==> src/rtl/cla_pkg.sv <==
package cla_pkg;
   // smallest slice that still has an internal lookahead carry
   localparam int unsigned MIN_GROUP = 2;

   typedef struct packed {
      logic gen;
      logic prop;
   } grp_pair_t;
endpackage

==> src/rtl/cla_lookahead.sv <==
// Parameterized lookahead unit: every carry is a flat sum of products.
module cla_lookahead #(
   parameter int unsigned N = 4
) (
   input  logic [N-1:0] gen,
   input  logic [N-1:0] prop,
   input  logic         cin,
   output logic [N-1:1] carry,
   output logic         grp_g,
   output logic         grp_p
);
   generate
      if (N < cla_pkg::MIN_GROUP) begin : g_bad_n
         $error("cla_lookahead: N must be at least 2");
      end
   endgenerate

   always_comb begin
      logic acc;
      logic term;
      for (int k = 1; k < N; k++) begin
         acc = cin;
         for (int m = 0; m < k; m++) acc = acc & prop[m];
         for (int j = 0; j < k; j++) begin
            term = gen[j];
            for (int m = j + 1; m < k; m++) term = term & prop[m];
            acc = acc | term;
         end
         carry[k] = acc;
      end
   end

   always_comb begin
      logic acc;
      logic term;
      acc = 1'b0;
      for (int j = 0; j < N; j++) begin
         term = gen[j];
         for (int m = j + 1; m < N; m++) term = term & prop[m];
         acc = acc | term;
      end
      grp_g = acc;
      grp_p = &prop;
   end
endmodule

==> src/rtl/cla_slice.sv <==
// One slice: bit terms, internal lookahead carries, sum, group pair.
module cla_slice #(
   parameter int unsigned GROUP = 4
) (
   input  logic [GROUP-1:0]  a,
   input  logic [GROUP-1:0]  b,
   input  logic              cin,
   output logic [GROUP-1:0]  sum,
   output cla_pkg::grp_pair_t pair
);
   logic [GROUP-1:0] bit_g;
   logic [GROUP-1:0] bit_p;
   logic [GROUP-1:1] inner_c;
   logic [GROUP-1:0] c_vec;

   assign bit_g = a & b;
   assign bit_p = a | b;

   cla_lookahead #(.N(GROUP)) u_la (
      .gen   (bit_g),
      .prop  (bit_p),
      .cin   (cin),
      .carry (inner_c),
      .grp_g (pair.gen),
      .grp_p (pair.prop)
   );

   assign c_vec = {inner_c, cin};
   assign sum   = a ^ b ^ c_vec;
endmodule

==> src/rtl/cla_adder16.sv <==
// Top: slices joined by a second-level lookahead unit.
module cla_adder16 #(
   parameter int unsigned WIDTH = 16,
   parameter int unsigned GROUP = 4
) (
   input  logic [WIDTH-1:0] opa,
   input  logic [WIDTH-1:0] opb,
   input  logic             carry_in,
   output logic [WIDTH-1:0] sum_out,
   output logic             carry_out
);
   localparam int unsigned NG = WIDTH / GROUP;

   generate
      if (GROUP < cla_pkg::MIN_GROUP) begin : g_bad_group
         $error("cla_adder16: GROUP must be at least 2");
      end
      if ((WIDTH % GROUP) != 0 || WIDTH == 0) begin : g_bad_width
         $error("cla_adder16: WIDTH must be a nonzero multiple of GROUP");
      end
   endgenerate

   cla_pkg::grp_pair_t [NG-1:0] pairs;
   logic [NG-1:0]              pg_gen;
   logic [NG-1:0]              pg_prop;
   logic [NG:0]                grp_carry;

   assign grp_carry[0] = carry_in;

   generate
      for (genvar s = 0; s < NG; s++) begin : g_slice
         cla_slice #(.GROUP(GROUP)) u_slice (
            .a    (opa[s*GROUP +: GROUP]),
            .b    (opb[s*GROUP +: GROUP]),
            .cin  (grp_carry[s]),
            .sum  (sum_out[s*GROUP +: GROUP]),
            .pair (pairs[s])
         );
         assign pg_gen[s]  = pairs[s].gen;
         assign pg_prop[s] = pairs[s].prop;
      end

      if (NG == 1) begin : g_single
         assign grp_carry[1] = pg_gen[0] | (pg_prop[0] & carry_in);
      end else begin : g_two_level
         logic top_g;
         logic top_p;
         cla_lookahead #(.N(NG)) u_lvl2 (
            .gen   (pg_gen),
            .prop  (pg_prop),
            .cin   (carry_in),
            .carry (grp_carry[NG-1:1]),
            .grp_g (top_g),
            .grp_p (top_p)
         );
         assign grp_carry[NG] = top_g | (top_p & carry_in);
      end
   endgenerate

   assign carry_out = grp_carry[NG];
endmodule

==> config.mk <==
export PLATFORM = sky130hd
export DESIGN_NAME = cla_adder16
export DESIGN_NICKNAME = d
export VERILOG_FILES = /design/src/rtl/cla_pkg.sv /design/src/rtl/cla_lookahead.sv /design/src/rtl/cla_slice.sv /design/src/rtl/cla_adder16.sv
export SDC_FILE = /design/constraint.sdc
export NUM_CORES = 1
export LEC_CHECK = 0
export BUFFER_PORTS_ARGS = -buffer_cell sky130_fd_sc_hd__buf_2
export CORE_AREA = 2 2 49 51
export DETAILED_ROUTE_END_ITERATION = 7
export DIE_AREA = 0 0 51 53
export MAX_ROUTING_LAYER = met4
export PLACE_DENSITY = 0.95
export SYNTH_ARGS = -nofsm -noshare
export SYNTH_HDL_FRONTEND = slang
export SYNTH_SLANG_ARGS = --single-unit
==> constraint.sdc <==
create_clock -name vclk -period 4.4
set_clock_uncertainty 0.1 [all_clocks]
set_input_delay 1.1 -clock vclk [all_inputs]
set_output_delay 1.1 -clock vclk [all_outputs]
set_load 0.05 [all_outputs]
After elaboration in Yosys (flattened, before gate mapping). Index checks and enable logic that the tools add are counted.

Flip-flop bits (word level): 0. Output and inout port bits: 17. Input bits: 33. Word-level logic and storage cells: 113.

Bitwise gates (word level): 108. Reductions and logical operators: 5.

Operators by type and width (count): 1-bit bitwise AND (46); 1-bit bitwise OR (46); 4-bit XOR (8); 4-bit bitwise AND (4); 4-bit bitwise OR (4); 16-bit AND reduction (1); 4-bit AND reduction (4).

Longest topological paths before layout.
Depth after elaboration: 19. Mapped depth: 8. Mapped depth without buffers: 8.

Modules after synthesis. Synthesis repeated with hierarchy kept, for this count alone.

Cell total of the unflattened synthesis: 157. Area total of the unflattened synthesis: 1028.5 µm².

Modules (own cells, without submodules): cla_slice (instances 4, area an instance 180.2 µm², seq. area each 0.0 µm², cells each 24); cla_lookahead (instances 5, area an instance 60.1 µm², seq. area each 0.0 µm², cells each 12); cla_adder16 (instances 1, area an instance 7.5 µm², seq. area each 0.0 µm², cells each 1).

Least setup slack after synthesis. No wires, ideal clock.

Path type: input port to output port. Start point: in opa[5]. End point: out carry_out. Data arrival time: 3.380 ns. Buffers on the path: 0. Required time: 3.200 ns. Stages on the path: 8. Path slack: -0.180 ns. Cells stage by stage: inv_1 > ha_1 > nand2b_1 > a221o_1 > a31o_1 > o211ai_2 > nor3_1 > o31ai_1.

Longest elaborated chain between the ends: 13. Elaborated cells on any way between the ends: 22. Classes of those cells: bitwise (20); reduce/logical (2).

RTL lines: from (decl) (RTL line cla_adder16.sv:6) `input logic [WIDTH-1:0] opa,`; 4-bit bitwise OR (RTL line cla_slice.sv:17) `assign bit_p = a | b;`; 1-bit bitwise AND (3 in a row) (RTL line cla_lookahead.sv:39) `for (int m = j + 1; m < N; m++) term = term & prop[m];`; 1-bit bitwise OR (3 in a row) (RTL line cla_lookahead.sv:40) `acc = acc | term;`; 1-bit bitwise AND (2 in a row) (RTL line cla_lookahead.sv:39); 1-bit bitwise OR (3 in a row) (RTL line cla_lookahead.sv:40); 1-bit bitwise OR * (RTL line cla_adder16.sv:56) `assign grp_carry[NG] = top_g | (top_p & carry_in);`; to (decl) (RTL line cla_adder16.sv:10) `output logic carry_out`.

Mark *: on every way between the ends. The rest lies on a longest branch, timed or not.

Worst setup path after layout.
Start point: in opa[2]. End point: out sum_out[13].

Longest elaborated chain between the ends: 14. Elaborated cells on any way between the ends: 22. Classes of those cells: bitwise (21); reduce/logical (1).

RTL lines: 4-bit bitwise OR (RTL line cla_slice.sv:17); 1-bit bitwise AND (2 in a row) (RTL line cla_lookahead.sv:39); 1-bit bitwise OR (3 in a row) (RTL line cla_lookahead.sv:40); 1-bit bitwise AND (2 in a row) (RTL line cla_lookahead.sv:26) `for (int m = j + 1; m < k; m++) term = term & prop[m];`; 1-bit bitwise OR * (3 in a row) (RTL line cla_lookahead.sv:27) `acc = acc | term;`; 1-bit bitwise AND * (RTL line cla_lookahead.sv:23) `for (int m = 0; m < k; m++) acc = acc & prop[m];`; 1-bit bitwise OR * (RTL line cla_lookahead.sv:27); 4-bit XOR * (RTL line cla_slice.sv:29) `assign sum = a ^ b ^ c_vec;`; to (decl) (RTL line cla_adder16.sv:9) `output logic [WIDTH-1:0] sum_out,`.

Marked as above.

==> results.cfg <==
[setup_path]
cpPeakStageDelay_ns = 0.41
endpoint_kind = output pin
cp_max_fo = 4
cp.buffers_inverters = 3
slowest_stage = fa_1
worstPathCellList = buf_2 -> inv_1 -> ha_1 -> nor2_1 -> a221o_1 -> o21ai_2 -> o211ai_2 -> fa_1 -> xor2_1 -> buf_2
worstPathRequired_ns = 3.20
cpLargestDelayFamily = compound AO/OA/AOI/OAI gates
cp_common_cell = buf_2
criticalPathCategory = input pin to output pin
critPathArrivalTime_ns = 3.03
critPathLaunchType = input pin

[synthesis]
synth_area_per_cell_sq_um = 7.37
postSynthCellCount = 141
syn_nets = 210
syn_area_sq_um = 1040
yosysWarnings = 0
synth.distinct_cells = 30
seq_area_frac_synth_pct = 0

[power]
ir_worst_vdd_mv = 0.133
p_leak_nw = 0.841
pwr_density_cell_nw_per_um2 = 204
power_frac_clock_pct = 0
swShare_pct = 70.9
internal_power_mw = 0.0788
p_switching_mw = 0.192
seqPwrFrac_pct = 0
pwr-share-comb_pct = 100.0

[routing]
wl_met3_um = 144
initialDrtViolationCount = 12
routed_via_density = 4.76
wl_mm = 2.01
post_drt_wl_per_cell_um = 9.16
drc = 0
detail-route-antenna-nets = 0
dr.pass1.iters = 4
maxUsedRoutingLayer = met3
wl_met1_um = 705
vias = 1042
dr_wl_met2_mm = 1.16

[global_routing]
grt_overflow = 0
grt_pass1_wl_mm = 3.38
grt_max_degree = 6
grt_pass1_vias = 951
antenna_found_initial = 0
grt.total_usage_pct = 15.8

[sta]
finalSetupTns_ns = 0
clock.fmax_mhz = 236
setup_viol = 0
fin_crit_sh_pct = 96.2
timing.slew.headroom_pct = 78.9
finalCriticalPeriod_ns = 4.23
hold_viol = 0
drv_slew = 0
worst_slew_pin_slew_ns = 0.314
rsz0062_at_grt = false

[die]
initial_core_util_pct = 48.4
rows = 17
die_h_um = 53
coreArea_sq_um = 2150
dieWidth_um = 51
io_pins = 50
die_area_sq_um = 2700

[run_status]
run_status = complete, no violations

[finish]
num_antenna_cells = 0
mostFrequentLayoutCells = buf_2, inv_1, ha_1
regArea_sq_um = 0
utilization_pct = 61.9
layout_commonest_cell = buf_2
seq_cells = 0
drive_gt1_share_pct = 28.3
final_nets = 262
nClkBuffers = 0
areaGrowthSynthToFinish_pct = 27.9

[cts]
post-cts-setup-buffers = 0
cts_hold_buf = 0
post_cts_resized = 0

[hold_path]
hold_start = opb[4]
min_path_cells = 3
hp-class = input pin to output pin
holdPathEnd = sum_out[4]

[place]
place_congestion = 0.703
post-dp-hpwl_mm = 1.93
port_buffers = 50

[job]
max-cap-violations = 0
==> worst max-delay path by stage <==
| stage | from | to | slack (ns) | cells past startpoint |
|---|---|---|---|---|
| floorplan | opa[2] | sum_out[13] | 0.03 | 8 |
| global placement | opa[2] | sum_out[13] | 0.21 | 10 |
| detailed placement | opa[2] | sum_out[13] | 0.13 | 10 |
| CTS | opa[2] | sum_out[13] | 0.13 | 10 |
| global route | opb[2] | sum_out[13] | 0.04 | 10 |
| finish | opa[2] | sum_out[13] | 0.17 | 10 |
==> cells in the mapped netlist (all sizes together) <==
library cell	instances	area [sq um]
a221o	2	20.0
o21a	1	7.51
xnor2	4	35.0
a21o	1	7.51
mux2i	1	10.0
nand3	2	10.0
nand2	2	7.51
fa	4	80.1
a21oi	6	30.0
nor3	4	20.0
nor2b	2	12.5
o211ai	1	12.5
ha	32	400
or2	1	6.26
and3	1	6.26
inv	43	161
nand2b	2	12.5
nor2	13	48.8
a211o	1	8.76
a221oi	1	8.76
o21ai	2	13.8
and2	1	6.26
a31o	1	8.76
o31ai	2	15.0
o21bai	2	15.0
xor2	7	61.3
nor4	1	6.26
or4	1	7.51
==> power by group through the flow <==
stage / combinational, mW / clock (mW) / sequential [mW]
floorplan: 0.212 / 0 / 0
global placement: 0.267 / 0 / 0
detailed placement: 0.273 / 0 / 0
CTS: 0.274 / 0 / 0
global route: 0.292 / 0 / 0
finish: 0.271 / 0 / 0
==> tightest hold or removal path, delay by kind of cell <==
family,cells,cell delay (ns)
adders and majority gates,1,0.16
buffers and inverters,2,0.36
==> cell families after synthesis <==
| family | after synthesis | share of synthesized area [%] |
|---|---|---|
| buffers and inverters | 43 | 15.5 |
| adders and majority gates | 36 | 46.2 |
| and+or+nand+nor | 30 | 13.8 |
| AOI/OAI and AO/OA | 20 | 14.2 |
| xor gates and xnor gates | 11 | 9.27 |
| muxes | 1 | 0.963 |
==> metal layers <==
layer / up-vias / GRT usage, %
met3: 0 / 1.41
li1: 536 / -
met5: - / -
met1: 473 / 14.6
met2: 33 / 35.9
met4: 0 / 0
==> final cells by class <==
type	count	area [sq um]
fillers	215	818
inverters	43	161
multi-input cells	98	883
well taps	28	35.0
repair buffers	50	250
==> metrics by stage <==
stage | hold slack (ns) | worst slack (ns) | instances | cell area, sq um | power (mW)
after CTS | 2.63 | 0.133 | 219 | 1330 | 0.274
after global placement | 2.62 | 0.209 | 219 | 1330 | 0.267
after detailed placement | 2.63 | 0.134 | 219 | 1330 | 0.273
after global routing | 2.65 | 0.0434 | 219 | 1330 | 0.292
final | 2.63 | 0.167 | 219 | 1330 | 0.271
after floorplan | 2.48 | 0.0295 | 141 | 1040 | 0.212
No activity file was read; power rests on OpenSTA's default activity.
